[src/rtl/vlsu_pkg.sv]
package vlsu_pkg;
    typedef enum logic [0:0] {
        ST_IDLE = 1'b0,
        ST_BUSY = 1'b1
    } lsu_state_e;
endpackage

[src/rtl/vlsu_lane_sel.sv]
module vlsu_lane_sel #(
    parameter int VEC_W  = 256,
    parameter int WORD_W = 32,
    localparam int NW    = VEC_W / WORD_W
) (
    input  logic [VEC_W-1:0] mask,
    input  logic             wide,
    output logic [NW-1:0]    sel
);
    logic [NW-1:0] sel_narrow;
    logic [NW-1:0] sel_wide;

    for (genvar i = 0; i < NW; i++) begin : g_word
        assign sel_narrow[i] = mask[WORD_W*i + WORD_W - 1];
        assign sel_wide[i]   = mask[2*WORD_W*(i/2) + 2*WORD_W - 1];
    end

    assign sel = wide ? sel_wide : sel_narrow;
endmodule

[src/rtl/vlsu_pick_next.sv]
module vlsu_pick_next #(
    parameter int N  = 8,
    localparam int IW = (N > 1) ? $clog2(N) : 1
) (
    input  logic [N-1:0]  vec,
    output logic          found,
    output logic [IW-1:0] idx
);
    always_comb begin
        idx = '0;
        for (int i = N - 1; i >= 0; i--) begin
            if (vec[i]) begin
                idx = IW'(i);
            end
        end
        found = |vec;
    end
endmodule

[src/rtl/vmask_lsu.sv]
module vmask_lsu
    import vlsu_pkg::*;
#(
    parameter int VEC_W  = 256,
    parameter int WORD_W = 32,
    parameter int ADDR_W = 32
) (
    input  logic              clk,
    input  logic              rst,
    input  logic              cmd_valid,
    output logic              cmd_ready,
    input  logic              cmd_store,
    input  logic              cmd_wide,
    input  logic [ADDR_W-1:0] cmd_addr,
    input  logic [VEC_W-1:0]  cmd_mask,
    input  logic [VEC_W-1:0]  cmd_data,
    output logic              mem_req,
    output logic              mem_we,
    output logic [ADDR_W-1:0] mem_addr,
    output logic [WORD_W/8-1:0] mem_be,
    output logic [WORD_W-1:0] mem_wdata,
    input  logic              mem_ack,
    input  logic [WORD_W-1:0] mem_rdata,
    output logic              done,
    output logic [VEC_W-1:0]  ld_result
);
    localparam int NW   = VEC_W / WORD_W;
    localparam int IW   = (NW > 1) ? $clog2(NW) : 1;
    localparam int BE_W = WORD_W / 8;
    localparam int OFF  = $clog2(BE_W);

    typedef struct packed {
        lsu_state_e        state;
        logic              store;
        logic [ADDR_W-1:0] base;
        logic [NW-1:0]     sel;
        logic [IW-1:0]     idx;
        logic [VEC_W-1:0]  data;
        logic [VEC_W-1:0]  res;
        logic              done;
    } regs_t;

    regs_t r_d, r_q;

    logic [NW-1:0] sel_new;
    logic [NW-1:0] sel_rest;
    logic          first_found, next_found;
    logic [IW-1:0] first_idx, next_idx;
    logic          accept;

    vlsu_lane_sel #(.VEC_W(VEC_W), .WORD_W(WORD_W)) i_lane_sel (
        .mask (cmd_mask),
        .wide (cmd_wide),
        .sel  (sel_new)
    );

    vlsu_pick_next #(.N(NW)) i_pick_first (
        .vec   (sel_new),
        .found (first_found),
        .idx   (first_idx)
    );

    always_comb begin
        for (int i = 0; i < NW; i++) begin
            sel_rest[i] = r_q.sel[i] && (IW'(i) > r_q.idx);
        end
    end

    vlsu_pick_next #(.N(NW)) i_pick_next (
        .vec   (sel_rest),
        .found (next_found),
        .idx   (next_idx)
    );

    assign accept = cmd_valid && (r_q.state == ST_IDLE);

    always_comb begin
        r_d      = r_q;
        r_d.done = 1'b0;
        if (accept) begin
            r_d.store = cmd_store;
            r_d.base  = {cmd_addr[ADDR_W-1:OFF], {OFF{1'b0}}};
            r_d.sel   = sel_new;
            r_d.data  = cmd_data;
            r_d.res   = '0;
            r_d.idx   = first_idx;
            if (first_found) begin
                r_d.state = ST_BUSY;
            end else begin
                r_d.done = 1'b1;
            end
        end else if (r_q.state == ST_BUSY && mem_ack) begin
            if (!r_q.store) begin
                r_d.res[r_q.idx*WORD_W +: WORD_W] = mem_rdata;
            end
            if (next_found) begin
                r_d.idx = next_idx;
            end else begin
                r_d.state = ST_IDLE;
                r_d.done  = 1'b1;
            end
        end
    end

    always_ff @(posedge clk) begin
        if (rst) begin
            r_q       <= '0;
            r_q.state <= ST_IDLE;
        end else begin
            r_q <= r_d;
        end
    end

    assign cmd_ready = (r_q.state == ST_IDLE);
    assign mem_req   = (r_q.state == ST_BUSY);
    assign mem_we    = r_q.store;
    assign mem_addr  = r_q.base + (ADDR_W'(r_q.idx) << OFF);
    assign mem_be    = {BE_W{1'b1}};
    assign mem_wdata = r_q.data[r_q.idx*WORD_W +: WORD_W];
    assign done      = r_q.done;
    assign ld_result = r_q.res;

    // a pending request stays put until acknowledged
    a_r4_req_hold: assert property (@(posedge clk) disable iff (rst)
        mem_req && !mem_ack |=> mem_req && $stable(mem_addr) && $stable(mem_we)
                                && $stable(mem_wdata));

    // after an acknowledge the next word is strictly higher
    a_r4_ascending: assert property (@(posedge clk) disable iff (rst)
        mem_req && mem_ack |=> !mem_req || (r_q.idx > $past(r_q.idx)));

    // empty selection finishes at once without traffic
    a_r5_zero_mask: assert property (@(posedge clk) disable iff (rst)
        cmd_valid && cmd_ready && !(|sel_new) |=> done && !mem_req);

    // completion is only signalled from the idle state
    a_r6_done_idle: assert property (@(posedge clk) disable iff (rst)
        done |-> cmd_ready && !mem_req);

    // commands offered while busy do not disturb the operation
    a_r7_busy_ignores: assert property (@(posedge clk) disable iff (rst)
        !cmd_ready |=> $stable(r_q.base) && $stable(r_q.sel) && $stable(r_q.store));
endmodule

[config.mk]
export PLATFORM = sky130hd
export DESIGN_NAME = vmask_lsu
export DESIGN_NICKNAME = d
export VERILOG_FILES = /design/src/rtl/vlsu_pkg.sv /design/src/rtl/vlsu_lane_sel.sv /design/src/rtl/vlsu_pick_next.sv /design/src/rtl/vmask_lsu.sv
export SDC_FILE = /design/constraint.sdc
export NUM_CORES = 1
export LEC_CHECK = 0
export BUFFER_PORTS_ARGS = -buffer_cell sky130_fd_sc_hd__buf_2
export CORE_AREA = 2 2 358 360
export DETAILED_ROUTE_END_ITERATION = 10
export DIE_AREA = 0 0 360 362
export GPL_ROUTABILITY_DRIVEN = 0
export PLACE_DENSITY_LB_ADDON = 0.05
export SYNTH_ARGS = -nofsm -noshare
export SYNTH_HDL_FRONTEND = slang
export SYNTH_SLANG_ARGS = --single-unit
[constraint.sdc]
create_clock -name clk -period 3 [get_ports clk]
set_input_delay 0.6 -clock clk [delete_from_list [all_inputs] [get_ports clk]]
set_output_delay 0.6 -clock clk [all_outputs]
set_load 0.05 [all_outputs]
==> flow_summary.toml <==
[yosys]
ys_ff_latch = 556
avgSynthCellArea_sq_um = 7.95
async_reset_ff_frac = 0
yosysTopAreaCell = "dfxtp_1"
synth_edf_count = 0
ys_seq_area_frac = 0.455
yosysWarnings = 0
synth_top_cells_by_area = "dfxtp_1 46%, nand2_1 17%, a21oi_1 11%, buf_4 9.0%, mux4_2 5.9%"
synthDistinctLibCells = 60
synthFlopType = "dfxtp_1"
synth_area_sq_um = 24400
synthCells = 3077
yosysTopAreaCellShare = 0.455

[sta]
hold_viol = 0
finalCritPeriodShare = 1.12
worst_slack_ps = -369
rsz0062_at_grt = "true"
maxSlewViolCount = 0
max_freq_mhz = 297
fin_crit_ps = 3370
maxSlewHeadroom = 0.425
skew_ps = 14.9
tightest_slew_ps = 862
setup_violations = 55

[clocking]
cts.reportedPaths.clkPinSlew_ps = 60
clock-sinks = 556
cts_max_path_buffers = 3
clk_latency_ps = 630
htreeDepth = 3
cts_buffers = 77
hold_buffers = 0
ctsRootBufferMaster = "clkbuf_16"
cts_tree = "yes"

[placement]
dp_hpwl_mm = 81.5
dp.cells = 4957
portBuffers = 653
pre_cts_ws_ps = 106

[power_and_ir_drop]
power.leakage_uw = 0.0129
powerDensity_nw_per_um2 = 643
p_total_uw = 20700
ir_drop_v = 0.000364

[setup_path]
cp-start-kind = "flip-flop"
cp-end-kind = "output pin"
critPathMaxFanout = 4
critPathKind = "reg -> out"
crit_arrival_ps = 2770
crit_required_ps = 2400

[finish]
final_cells = 5147
post-route-util = 0.254
synthToLayoutAreaGrowth_pct = 31.7
drive_gt1_frac = 0.317
fillerInstances = 14000
nNetsFinal = 4005

[route]
wirelength_mm = 114
viasPerCell = 4.25
firstDrtPassIters = 5
vias = 21900
ant_nets = 0
wl_per_cell_microns = 22.2
drc = 0
drt_iter0_drc = 1156

[worst_hold_path]
hp-class = "in -> reg"

[global_route]
antenna_found_initial = 88
met2_usage = 0.279
grt_overflow = 0
grtUsageMet1 = 0.205
grt_pass1_vias = 22100
grt_start_max_net_pins = 139
grt_pass1_wl_mm = 163
grt_usage = 0.171
grt-busiest-layer = "met2"
use_met3 = 0.0730

[outcome]
violations = "negative setup slack"
status = "finished with violations"

[job]
maxCapViolCount = 0

[floorplanning]
die_area_sq_um = 130000
start_util = 0.193
core_area_sq_um = 127000
ios = 910
row_count = 131
die_w_microns = 360
die_h_microns = 362
-- path summary, 6_finish.rpt --
kind	slack, ps	from	end	cells after the start
max	-370	r_q[513]	mem_addr[26]	10
min	200	cmd_data[114]	r_q[371]	3
max reg2reg	210	r_q[513]	ld_result[40]	14
min reg2reg	450	ld_result[187]	ld_result[187]	2
-- cell type report --
| type | count | area [sq um] | area share |
|---|---|---|---|
| Clock buffer | 117 | 2360 | 0.0734 |
| Antenna cell | 9 | 22.5 | 0.000699 |
| Timing Repair Buffer | 769 | 5360 | 0.166 |
| Inverter | 11 | 41.3 | 0.00128 |
| Clock inverter | 24 | 324 | 0.0101 |
| Tap cell | 1662 | 2080 | 0.0646 |
| Sequential cell | 556 | 11100 | 0.346 |
| Multi-Input combinational cell | 1999 | 10900 | 0.337 |
-- layout by cell type (no fill, tap or decap), types with 9 or more instances in the layout --
| master | instances |
|---|---|
| buf_6 | 36 |
| nand3_1 | 110 |
| diode_2 | 9 |
| nor2_1 | 12 |
| buf_8 | 21 |
| buf_12 | 49 |
| nand2_2 | 52 |
| a21oi_1 | 557 |
| clkbuf_16 | 82 |
| xnor2_2 | 11 |
| dfxtp_1 | 548 |
| nand2_4 | 18 |
| clkbuf_8 | 18 |
| mux4_2 | 64 |
| clkinv_2 | 14 |
| nand2_1 | 1033 |
| clkbuf_1 | 17 |
| buf_2 | 592 |
| buf_4 | 63 |
-- sequential cells by signal, indices dropped and copies added, names as in the netlist --
signal,count
mem_req,1
mem_we,1
ld_result,256
r_q,297
done,1
-- critical path: stages, from the launching register on --
cell and delay, ps:
dfxtp_4 360, ha_4 130, inv_2 30, fa_2 340, inv_2 50, a21o_1 150, nor3b_4 310, nand4_1 260
xnor2_4 230, buf_12 140, buf_12 130
-- power by group --
group / switching [uW] / total (uW) / internal [uW]
registers: 166 / 7820 / 7650
clock network: 3700 / 9740 / 6030
logic: 1950 / 3140 / 1190
total: 5820 / 20700 / 14900
-- synthesized netlist by cell type, types with 2 or more instances --
cell / instances
xnor2_1: 22
nand4_1: 8
and4_1: 2
clkbuf_1: 159
dfxtp_1: 556
nor2_1: 15
nand4b_1: 2
or3_1: 4
o211ai_1: 2
nand3_1: 117
and3_1: 7
conb_1: 2
a21o_1: 3
nand2_1: 1104
or2_1: 2
inv_1: 10
o221ai_1: 2
xor2_1: 6
o21ai_0: 8
a211oi_1: 4
and2_1: 2
a21oi_1: 557
mux2i_1: 2
buf_1: 11
a311oi_1: 2
mux4_2: 64
nand2b_1: 4
nor2b_1: 10
buf_2: 49
nor3_1: 10
ha_1: 8
buf_4: 292
buf_6: 4
-- cells by family (layout without fill, tap and decap cells) --
group                      after synthesis  count (layout)  synth area share
muxes                                   66              66            0.0598
and+or+nand+nor                       1299            1299             0.215
AOI/OAI and AO/OA                      591             591             0.126
xor gates and xnor gates                28              28            0.0100
adders and majority gates                9               9           0.00491
DFF                                    556             556             0.455
other                                    2              15          0.000307
buffers and inverters                  526             921             0.129
-- metrics by stage --
stage	cell area [sq um]	TNS, ps	hold WS, ps
detailed placement	28000	0	444
CTS	31800	-12990	137
global placement	28000	0	439
floorplan	24600	-75.2	432
global route	32200	-17520	170
finish	32200	-9860	195
-- repair_timing --
| item | CTS | global route |
|---|---|---|
| buffers inserted | 27 | 13 |
| gates resized for setup | 212 | 84 |
| cloned | 6 | 0 |
| pin swaps | 40 | 24 |
| setup endpoints to repair | 59 | 142 |
-- per-layer routing --
metal / part of all wire / vias up
li1: - / 10500
met1: 0.42 / 10300
met2: 0.46 / 679
met3: 0.089 / 254
met4: 0.027 / 100
met5: 0.0056 / -
Note: power is estimated with default switching activity, not from simulation.
